## config.mk

```make
export PLATFORM = sky130hd
export DESIGN_NAME = pattern_watch
export DESIGN_NICKNAME = d
export VERILOG_FILES = /design/src/rtl/pattern_watch.sv
export SDC_FILE = /design/constraint.sdc
export NUM_CORES = 1
export LEC_CHECK = 0
export ABC_AREA = 1
export BUFFER_PORTS_ARGS = -buffer_cell sky130_fd_sc_hd__buf_2
export CAP_MARGIN = 20
export CORE_ASPECT_RATIO = 0.75
export CORE_MARGIN = 3
export CORE_UTILIZATION = 44
export CTS_BUF_LIST = sky130_fd_sc_hd__clkbuf_16
export CTS_CLUSTER_DIAMETER = 50
export DETAILED_ROUTE_END_ITERATION = 10
export GPL_TIMING_DRIVEN = 0
export PLACE_DENSITY = 0.85
export SKIP_CTS_REPAIR_TIMING = 1
export SLEW_MARGIN = 20
export SYNTH_ARGS = -nofsm -noshare
export SYNTH_HDL_FRONTEND = slang
export SYNTH_SLANG_ARGS = --single-unit
export TNS_END_PERCENT = 50
```

## constraint.sdc

```tcl
create_clock -name clk -period 2.2 [get_ports clk]
set_clock_uncertainty 0.05 [all_clocks]
set_input_delay 0.44 -clock clk [delete_from_list [all_inputs] [get_ports clk]]
set_output_delay 0.44 -clock clk [all_outputs]
set_load 0.02 [all_outputs]
```

## src/rtl/pattern_watch.sv

```systemverilog
module pattern_watch #(
  parameter int              W        = 58,
  parameter bit              PAT_SRC  = 1'b0,
  parameter bit              MASK_SRC = 1'b0,
  parameter logic [W-1:0]    PATTERN  = '0,
  parameter logic [W-1:0]    MASK     = '0,
  parameter bit              AUTO_CLR = 1'b0,
  parameter bit              CLR_PRIO = 1'b0
) (
  input  logic         clk,
  input  logic         rst,
  input  logic         p_en,
  input  logic [W-1:0] acc_in,
  input  logic [W-1:0] c_in,
  output logic [W-1:0] p_q,
  output logic         pat_hit,
  output logic         patb_hit,
  output logic         ovf,
  output logic         unf
);

  logic [W-1:0] pat, msk, diff;
  logic         hit, hitb, clr_now, prev_hit, prev_hitb;

  assign pat  = PAT_SRC  ? c_in : PATTERN;
  assign msk  = MASK_SRC ? c_in : MASK;

  // one XOR layer serves both compares: zero => match, all ones => inverse match
  assign diff = (acc_in ^ pat) & ~msk;
  assign hit  = ~|diff;
  assign hitb = &(diff | msk);

  assign clr_now = AUTO_CLR && pat_hit && (!CLR_PRIO || p_en);

  always_ff @(posedge clk) begin
    if (rst || clr_now) begin
      p_q       <= '0;
      pat_hit   <= 1'b0;
      patb_hit  <= 1'b0;
      prev_hit  <= 1'b0;
      prev_hitb <= 1'b0;
    end else if (p_en) begin
      p_q       <= acc_in;
      pat_hit   <= hit;
      patb_hit  <= hitb;
      prev_hit  <= pat_hit;
      prev_hitb <= patb_hit;
    end
  end

  assign ovf = prev_hit  && !pat_hit && !patb_hit;
  assign unf = prev_hitb && !pat_hit && !patb_hit;

endmodule

```

=== After elaboration in Yosys (flattened, before gate mapping) ===
Cells that the tools add are included.

* Output and inout bits: 62
* Memory bits (writable): 0
* Flip-flop bits (word level): 62
* Latch bits: 0
* Memories kept: 0
* Bits in read-only memories: 0

* Reductions and logical operators: 9
* Bitwise operators: 0
* Divide/modulo/power cells: 0
* Add/sub/neg operators: 0
* Muxes and demuxes: 0
* Equality and inequality tests: 0
* Multiply operators: 0
* Magnitude comparators: 0
* Shift-type cells: 0

{| class="wikitable"
|+ Operators by type and width
! operator !! number
|-
| $reduce_and 58->1 || 1
|-
| $reduce_or 58->1 || 1
|-
| $logic_and 1x1->1 || 4
|-
| $logic_not 1->1 || 3
|}

=== Depth between registers and ports, before layout ===
* Word-level depth: 3
* Mapped depth: 9
* Depth with buffers taken out: 8

=== Least setup slack after synthesis ===
Ideal clock, no wire load.

* Path type: reg-to-output
* From: register patb_hit
* To: output ovf
* Data arrival time: 804 ps
* Stages on the path, launching flop included: 4
* Slack: 906 ps
* Cell sequence: dfxtp_1 -> inv_1 -> nand2_1 -> nor2_1

* Longest elaborated chain between the ends: 2

{| class="wikitable"
|+ Ends and longest elaborated chain
! what !! RTL line !! RTL
|-
| start: declaration || 17 || <nowiki>output logic patb_hit,</nowiki>
|-
| start signal: assignment || 45 || <nowiki>patb_hit <= hitb;</nowiki>
|-
| $logic_not 1->1 || 51 || <nowiki>assign ovf = prev_hit && !pat_hit && !patb_hit;</nowiki>
|-
| $logic_and 1x1->1 || 51 ||
|-
| end: declaration || 18 || <nowiki>output logic ovf,</nowiki>
|}

No other way between the ends.

=== Worst setup path in the final report ===
* From: register patb_hit
* To: output unf

* Longest elaborated chain between the ends: 2

{| class="wikitable"
|+ Ends and longest elaborated chain
! what !! RTL line !! RTL
|-
| $logic_not 1->1 || 52 || <nowiki>assign unf = prev_hitb && !pat_hit && !patb_hit;</nowiki>
|-
| $logic_and 1x1->1 || 52 ||
|-
| end: declaration || 19 || <nowiki>output logic unf</nowiki>
|}

No other way between the ends.

==> flow_summary.yaml <==
run_status:
  status: "completed"
die:
  die_y_um: 72.2
  rows: 23
  initial_core_util: 0.467
  core_um2: 5500
  io_pins: 181
  dieArea_um2: 6800
  fp.dieW_um: 94.2
worst_setup_path:
  crit_path_end_kind: "output port"
  critPathArrivalTime_ns: 1.05
  reg2reg_to: "patb_hit$_SDFFE_PP0P_"
  cp_max_fo: 4
  worstPathRequired_ns: 1.71
  critPathKind: "register to output port"
  worstSetupStartpointType: "register"
  rr_worst_depth: 4
  rrSetupSlack_ns: 1.44
  rr_startpoint: "patb_hit$_SDFFE_PP0P_"
cts:
  numCtsBuffers: 9
  clkSinkCount: 62
  clockBufferDepth: 2
  cts_tree: "yes"
  insertion_delay_ns: 0.31
  root_buffer: "clkbuf_16"
  path_clk_slew_ns: 0.05
  htreeDepth: 3
yosys:
  synth_top_area_cell: "dfxtp_1"
  yosysTopAreaCellShare: 0.483
  synth_area_per_cell_um2: 6.69
  synth_area_um2: 2570
  synth_edf_count: 0
  synthCells: 384
  synthDistinctLibCells: 19
  ys_ff_latch: 62
  yosys_warnings: 0
  synth.most_common_cell: "nor2_1"
  yosysSeqAreaShare: 0.483
  ys_top_cells_by_area: "dfxtp_1 48%, nor2_1 25%, o21ai_0 11%"
  synth_ff_type: "dfxtp_1"
  ys_top_cells_by_count: "173 x nor2_1, 62 x dfxtp_1, 61 x nand2_1"
  synth_fp_nets: 503
  async_reset_ff_frac: 0
drt:
  vias: 2897
  drt_pre_antenna_iters: 4
  top_layer: "met4"
  drt-met1-wl_um: 3460
  route.met2.wl_um: 3260
  wl_per_cell_um: 12.4
  routed_wl_um: 7370
  ant_nets: 0
  remaining_drc_errors: 0
  viasPerCell: 4.86
  drt_iter0_markers: 95
  wl_met3_um: 593
timing:
  slew_headroom: 0.709
  rsz0062_at_grt: "no"
  fmax_ghz: 0.650
  finalCritPeriodShare: 0.700
  final.setup.tns_ns: 0
  tightest_slew_ns: 0.437
  finalMaxSlewViolations: 0
  post-route-min-period_ns: 1.54
  finalSetupViolations: 0
  fin_ws_ns: 0.661
  hold_viol: 0
placement:
  dp_slack_ns: 0.749
  gp_congestion: 0.825
  port_buffers: 121
  dpl-instance-area_um2: 3270
  dp_hpwl_um: 5500
hold_path:
  hold_end: "pat_hit$_SDFFE_PP0P_"
  hold_path_startpoint: "rst"
  hp-class: "input pin to register"
  hold_depth: 2
pwr:
  power.leakage_nw: 1.76
  p_per_area_nw_per_um2: 870
  ir_drop_uv: 551
final_layout:
  drive_above_1_share: 0.284
  fillers: 509
  nets: 635
  final_cell_area_um2: 3570
  syn_to_final_growth_pct: 39.2
  diodes: 0
flow_run:
  cap_violations: 0
global_route:
  antenna_found_initial: 0
  grt_pass1_wl_um: 11800
  globalRoute.totalOverflow: 0
  grt_max_degree: 11
  grt.total_usage: 0.218
  first_global_vias: 2632
-- flip-flops by register name, indices dropped and copies added (netlist names) --
register,cells
patb_hit,1
prev_hit,1
pat_hit,1
prev_hitb,1
p_q,58
-- area by class of cell --
| type | instances | area [um^2] | share of cell area |
|---|---|---|---|
| tap | 75 | 93.8 | 0.0263 |
| clock inverter | 7 | 81.3 | 0.0228 |
| timing repair buffer | 121 | 606 | 0.169 |
| buffer | 19 | 93.8 | 0.0263 |
| inverter | 3 | 13.8 | 0.00385 |
| sequential | 62 | 1240 | 0.347 |
| clock buffer | 9 | 225 | 0.0630 |
| multi-input combinational | 300 | 1220 | 0.341 |
-- routing by layer --
layer / GRT usage / vias to the layer above
met2: 0.336 / 102
met4: 0.0593 / 0
met1: 0.292 / 1319
met3: 0.0767 / 5
met5: 0 / -
li1: - / 1471
-- how the worst max path moves through the flow --
stage | startpoint | to | cells after the start
CTS | patb_hit$_SDFFE_PP0P_ | ovf | 4
floorplan | patb_hit$_SDFFE_PP0P_ | ovf | 3
global placement | rst | p_q[39]$_SDFFE_PP0P_ | 6
detailed placement | rst | p_q[32]$_SDFFE_PP0P_ | 6
global route | patb_hit$_SDFFE_PP0P_ | unf | 4
finish | patb_hit$_SDFFE_PP0P_ | unf | 4
-- cell usage in the layout (no fill, tap or decap) --
cell type  netlist  layout
nand2_1         61      61
dfxtp_1         62      62
nor2_4           1       1
buf_6            1       1
buf_4            2       2
clkbuf_1        10      10
nand2_2          1       1
nor2_1         173     173
bufinv_16        0       2
a21oi_2          1       1
clkinv_2         0       2
clkinv_1         0       1
a21oi_1          3       3
inv_1            1       3
o21ai_0         55      55
nor3_1           1       1
nand3_1          1       1
o21ai_1          3       3
inv_2            1       1
clkbuf_16        0       9
buf_2            5     126
clkbuf_2         1       1
inv_4            1       1
-- critical path: stages (launching register included) --
cell and delay [ns]:
dfxtp_1 0.30, inv_1 0.11, nand2_1 0.06, nor2_1 0.09, buf_2 0.17
-- report_power, final --
part	internal [mW]	switching, mW
combinational	0.155	0.282
sequential	1.20	0.0340
clock	0.974	0.466
-- logic make-up after synthesis --
family	Yosys count	synth area share
buffers and inverters	22	0.0419
AOI/OAI and AO/OA	62	0.122
and+or+nand+nor	238	0.353
DFF	62	0.483
-- through the flow --
stage | std cells | util | total power, mW | hold WS, ns
floorplan | 384 | - | 1.50 | 0.413
global placement | 580 | 0.595 | 1.68 | 0.400
detailed placement | 580 | 0.595 | 1.69 | 0.412
CTS | 596 | 0.650 | 3.14 | 0.300
global route | 596 | 0.650 | 3.24 | 0.304
finish | 596 | 0.650 | 3.11 | 0.312
Note: power is estimated with default switching activity, not from simulation.
